File: src/rtl/pc_pkg.sv
package pc_pkg;
  typedef enum logic [2:0] {
    OP_HOLD  = 3'd0,
    OP_STEP  = 3'd1,
    OP_WRLO  = 3'd2,
    OP_ADDLO = 3'd3,
    OP_JUMP  = 3'd4,
    OP_CALL  = 3'd5,
    OP_RET   = 3'd6
  } pc_op_e;
endpackage

File: src/rtl/pc_op_select.sv
module pc_op_select
  import pc_pkg::*;
(
  input  logic   adv_en,
  input  logic   jmp_en,
  input  logic   call_en,
  input  logic   ret_en,
  input  logic   wr_en,
  input  logic   add_en,
  output pc_op_e op
);
  // Fixed priority: return, call, jump, add, write, advance
  always_comb begin
    if (ret_en)       op = OP_RET;
    else if (call_en) op = OP_CALL;
    else if (jmp_en)  op = OP_JUMP;
    else if (add_en)  op = OP_ADDLO;
    else if (wr_en)   op = OP_WRLO;
    else if (adv_en)  op = OP_STEP;
    else              op = OP_HOLD;
  end
endmodule

File: src/rtl/return_stack.sv
module return_stack #(
  parameter int DEPTH = 5,
  parameter int W     = 10
) (
  input  logic         clk,
  input  logic         rst,
  input  logic         push,
  input  logic         pop,
  input  logic [W-1:0] din,
  output logic [W-1:0] top
);
  localparam int SP_W = (DEPTH > 1) ? $clog2(DEPTH) : 1;
  localparam logic [SP_W-1:0] LAST = SP_W'(DEPTH - 1);

  logic [W-1:0]    mem [DEPTH];
  logic [SP_W-1:0] sp, sp_inc, sp_dec;

  // Circular pointer, modulo DEPTH
  always_comb begin
    sp_inc = (sp == LAST) ? '0 : sp + SP_W'(1);
    sp_dec = (sp == '0) ? LAST : sp - SP_W'(1);
  end

  // Storage without reset so it maps to distributed RAM
  always_ff @(posedge clk) begin
    if (push) mem[sp] <= din;
  end

  always_ff @(posedge clk) begin
    if (rst)       sp <= '0;
    else if (push) sp <= sp_inc;
    else if (pop)  sp <= sp_dec;
  end

  assign top = mem[sp_dec];


  sp_range_chk: assert property (@(posedge clk) disable iff (rst)
    sp <= LAST);


  sp_wrap_chk: assert property (@(posedge clk) disable iff (rst)
    (push && sp == LAST) |=> sp == '0);
endmodule

File: src/rtl/pc_stack_unit.sv
module pc_stack_unit
  import pc_pkg::*;
#(
  parameter int PC_W  = 10,
  parameter int LOW_W = 8,
  parameter int DEPTH = 5
) (
  input  logic             clk,
  input  logic             rst,
  input  logic             adv_en,
  input  logic             jmp_en,
  input  logic             call_en,
  input  logic             ret_en,
  input  logic             wr_en,
  input  logic             add_en,
  input  logic [PC_W-1:0]  imm_tgt,
  input  logic [LOW_W-1:0] acc_val,
  output logic [PC_W-1:0]  fetch_addr,
  output logic             stall_req
);
  pc_op_e          op;
  logic [PC_W-1:0] pc_q, pc_d, pc_plus1, stk_top;
  logic [LOW_W-1:0] low_sum;
  logic            nonseq;

  pc_op_select u_sel (
    .adv_en (adv_en), .jmp_en (jmp_en), .call_en(call_en),
    .ret_en (ret_en), .wr_en  (wr_en),  .add_en (add_en),
    .op     (op)
  );

  assign pc_plus1 = pc_q + PC_W'(1);
  assign low_sum  = pc_q[LOW_W-1:0] + acc_val;
  assign nonseq   = (op != OP_HOLD) && (op != OP_STEP);

  return_stack #(.DEPTH(DEPTH), .W(PC_W)) u_stk (
    .clk (clk),
    .rst (rst),
    .push(op == OP_CALL),
    .pop (op == OP_RET),
    .din (pc_plus1),
    .top (stk_top)
  );

  // Data-register writes zero-extend, clearing the page bits
  always_comb begin
    unique case (op)
      OP_RET:          pc_d = stk_top;
      OP_CALL, OP_JUMP: pc_d = imm_tgt;
      OP_ADDLO:        pc_d = PC_W'(low_sum);
      OP_WRLO:         pc_d = PC_W'(acc_val);
      OP_STEP:         pc_d = pc_plus1;
      default:         pc_d = pc_q;
    endcase
  end

  always_ff @(posedge clk) begin
    if (rst) begin
      pc_q      <= '0;
      stall_req <= 1'b0;
    end else begin
      pc_q      <= pc_d;
      stall_req <= nonseq;
    end
  end

  assign fetch_addr = pc_q;


  adv_step_chk: assert property (@(posedge clk) disable iff (rst)
    (adv_en && !jmp_en && !call_en && !ret_en && !wr_en && !add_en)
      |=> fetch_addr == $past(fetch_addr) + PC_W'(1));


  jump_load_chk: assert property (@(posedge clk) disable iff (rst)
    (jmp_en && !call_en && !ret_en) |=> fetch_addr == $past(imm_tgt));


  ret_load_chk: assert property (@(posedge clk) disable iff (rst)
    ret_en |=> fetch_addr == $past(stk_top));


  wr_page_clear_chk: assert property (@(posedge clk) disable iff (rst)
    ((wr_en || add_en) && !jmp_en && !call_en && !ret_en)
      |=> fetch_addr[PC_W-1:LOW_W] == '0);


  stall_set_chk: assert property (@(posedge clk) disable iff (rst)
    (jmp_en || call_en || ret_en || wr_en || add_en) |=> stall_req);


  stall_clr_chk: assert property (@(posedge clk) disable iff (rst)
    !(jmp_en || call_en || ret_en || wr_en || add_en) |=> !stall_req);
endmodule

File: config.mk
export PLATFORM = sky130hd
export DESIGN_NAME = pc_stack_unit
export DESIGN_NICKNAME = d
export VERILOG_FILES = /design/src/rtl/pc_pkg.sv /design/src/rtl/pc_op_select.sv /design/src/rtl/return_stack.sv /design/src/rtl/pc_stack_unit.sv
export SDC_FILE = /design/constraint.sdc
export NUM_CORES = 1
export LEC_CHECK = 0
export BUFFER_PORTS_ARGS = -buffer_cell sky130_fd_sc_hd__buf_2
export CAP_MARGIN = 20
export CORE_MARGIN = 10
export CORE_UTILIZATION = 52
export DETAILED_ROUTE_END_ITERATION = 12
export MAX_ROUTING_LAYER = met4
export PLACE_DENSITY = 0.72
export SKIP_LAST_GASP = 1
export SLEW_MARGIN = 10
export SYNTH_ARGS = -nofsm -noshare
export SYNTH_HDL_FRONTEND = slang
export SYNTH_SLANG_ARGS = --single-unit
File: constraint.sdc
create_clock -name clk -period 4 [get_ports clk]
set_clock_uncertainty 0.1 [all_clocks]
set_input_delay 0.2 -clock clk [delete_from_list [all_inputs] [get_ports clk]]
set_output_delay 0.2 -clock clk [all_outputs]
set_load 0.01 [all_outputs]
==> impl_metrics.tcl <==
set metrics [dict create \
    wl_met3_um 652 \
    final.period_utilization 0.703 \
    core.rowCount 29 \
    detailedRoute.firstIterationViolations 192 \
    post_synth_instance_area_sq_mm 0.00336 \
    worst_path_clk_slew_ns 0.08 \
    drt-total-wl_um 7950 \
    grt_pass1_vias 2353 \
    dpl_cell_area_sq_mm 0.00357 \
    cp_top_family "multiplexers" \
    timing.fmax_mhz 356 \
    gate_count_post_synth 272 \
    max-clock-path-buffers 2 \
    finalWeightedCongestion 0.942 \
    category_of_the_most_critical_setup_path "flip-flop to flip-flop" \
    instances_no_fill 394 \
    grt_setup_unrepaired "false" \
    cts.repair.resized 0 \
    fin_area_sq_mm 0.00374 \
    min_period_ns 2.81 \
    grt_antenna_before_repair 0 \
    max_slew.worst_pin.slew_ns 0.900 \
    area_of_the_core_region_sq_mm 0.00631 \
    max-slew-margin-rel 0.398 \
    most_common_library_cell_in_the_layout_ignoring_fill_and_taps "edfxtp_1" \
    worstSetupStartpointType "flip-flop" \
    root_buffer_master "clkbuf_8" \
    dieHeight_um 100 \
    crit_path_top_delay_cell "mux4_1" \
    cp-end-kind "flip-flop" \
    cts_tree "yes" \
    maximum_number_of_pins_on_one_net_before_global_route_repair 15 \
    cts.htree.levels 3 \
    cp_common_cell "ha_1" \
    dr_total_vias 2419 \
    synthesis.nets 311 \
    drt_drc_violations_left 0 \
    timing_max_transition_violations_final 0 \
    syn_to_final_growth_pct 11.5 \
    synth.ff_latch_count 64 \
    route.antenna.remaining_nets 0 \
    cts-buffers-inserted 9 \
    status "completed" \
    grt_first_pass_wirelength_um 12500 \
    worst-path-buf-inv 1 \
    fin_tns_setup_ns 0 \
    number_of_top_level_pins 37 \
    max-cap-violations 0 \
    final_net_count 351 \
    placedCellCount 378 \
    crit_fanout 12 \
    dr.max_layer_used "met4" \
    met1_length_um 3390 \
    ys_warn_count 0 \
    yosysSeqAreaShare 0.531 \
    firstDrtPassIters 4 \
    grtUsageTotal 0.163 \
    yosysUniqueCellTypes 57 \
    hpwlAfterDp_um 5850 \
    antenna_cells_inserted 0 \
    powerDensity_mw_per_mm2 443 \
    ir_drop_v 0.000219 \
    layout-drive-gt1-share 0.240 \
    slowest_delay_ns 0.64 \
    final_cell_mix "edfxtp_1, buf_2, nand2_1" \
    routed_wire_length_per_instance_um 20.2 \
    setup-violations-final 0 \
    initial_utilization 0.532 \
    die_w_um 100 \
    hold_buffer_count_at_cts 0 \
    clk_latency_ns 0.35 \
    clock-sinks 64 \
    syn_avg_cell_area_sq_um 12.3 \
    synth_enable_flop_cells 50 \
    cellLeakagePower_nw 1.42 \
    finalHoldViolations 0 \
    number_of_buffers_added_for_setup_after_cts 0 \
    place.port_buffers 36 \
    synthFlopType "edfxtp_1" \
    overflow 0 \
    cp_cell_sequence "inv_1 -> ha_1 -> ha_1 -> nor2_2 -> mux4_1 -> a21boi_0 -> a2111oi_2" \
    cp_data_arrival_time_ns 2.93 \
    ys_async_sr_fraction 0 \
    wl_met2_um 3750 \
    min_path_type "input port to flip-flop" \
    timing.critical_path.required_ns 4.12 \
    die_area_sq_mm 0.0101 \
    avgViaCountPerCell 6.14 \
    final.fill_count 514 \
]
==> where the power goes <==
part / internal [W] / switching (W)
clock network: 0.000224 / 0.000256
logic: 0.000158 / 0.000208
registers: 0.000771 / 0.0000407
total: 0.00115 / 0.000504
==> cells in the mapped netlist, drive strengths merged (2+ instances only) <==
library cell | instances | share of area
o31ai | 4 | 0.0089
xor2 | 6 | 0.016
and2 | 3 | 0.0060
o21ai | 5 | 0.0075
a31oi | 9 | 0.017
a211oi | 4 | 0.0089
a32oi | 3 | 0.0078
mux4 | 8 | 0.055
nor2 | 18 | 0.021
edfxtp | 50 | 0.45
a22oi | 4 | 0.010
nand2 | 22 | 0.025
clkbuf | 4 | 0.010
o22ai | 2 | 0.0037
a21boi | 3 | 0.0067
nand3 | 12 | 0.019
mux2i | 8 | 0.024
nand2b | 2 | 0.0037
a222oi | 2 | 0.0060
inv | 7 | 0.0078
ha | 12 | 0.045
nor3 | 9 | 0.015
nand4 | 3 | 0.0056
a21o | 4 | 0.0089
buf | 8 | 0.019
dfxtp | 14 | 0.083
xnor2 | 12 | 0.031
and3 | 5 | 0.011
o211ai | 2 | 0.0045
a21oi | 11 | 0.016
nor4b | 2 | 0.0071
==> worst paths after layout <==
check	depth (start not counted)	start	end	slack (ns)
setup / recovery	7	u_stk.sp[0]	fetch_addr[4]	1.19
hold reg to reg	2	fetch_addr[9]	fetch_addr[9]	0.42
hold / removal	3	imm_tgt[8]	fetch_addr[8]	0.09
setup reg to reg	7	u_stk.sp[0]	fetch_addr[4]	1.19
==> kinds of logic (layout without fill, tap and decap cells) <==
family,Yosys count,after routing,share of synthesized area
simple gates,80,80,0.122
flops,64,64,0.531
compound gates,61,61,0.130
buf+inv,19,64,0.0373
xor+xnor,18,18,0.0470
mux,17,17,0.0820
fa+ha+maj,13,13,0.0507
==> sequential cells by signal, summed over array words and instances (netlist names) <==
register and cells:
stall_req 1, u_stk.mem 50, fetch_addr 10, u_stk.sp 3
==> per-stage QoR <==
step	setup WS [ns]	util	total power (W)	hold slack, ns
floorplan	1.75	-	0.00108	0.169
global placement	1.22	0.566	0.00118	0.396
detailed placement	1.14	0.566	0.00119	0.409
CTS	1.14	0.593	0.00166	0.0801
global route	0.947	0.593	0.00174	0.110
finish	1.19	0.593	0.00166	0.0856
==> routing by layer <==
| layer | vias to the layer above | track usage |
|---|---|---|
| li1 | 1130 | - |
| met1 | 1161 | 0.199 |
| met2 | 112 | 0.246 |
| met3 | 16 | 0.0481 |
| met4 | 0 | 0.0685 |
| met5 | - | - |
==> worst register-to-register path, cell delays in order, from the launching register on <==
cell       delay (ns)
dfxtp_1          0.49
inv_1            0.08
ha_1             0.25
ha_1             0.22
nor2_2           0.62
mux4_1           0.64
a21boi_0         0.24
a2111oi_2        0.07
==> cell type report <==
class                   count  area, sq um  area share
clock buffers               9          124      0.0331
clock inverters             7         47.5      0.0127
inverters                   7         26.3     0.00702
multi-input cells         189         1450       0.387
flip-flops and latches     64         1780       0.476
well taps                  77         96.3      0.0257
repair buffers             41          218      0.0582
Note: power is estimated with default switching activity, not from simulation.
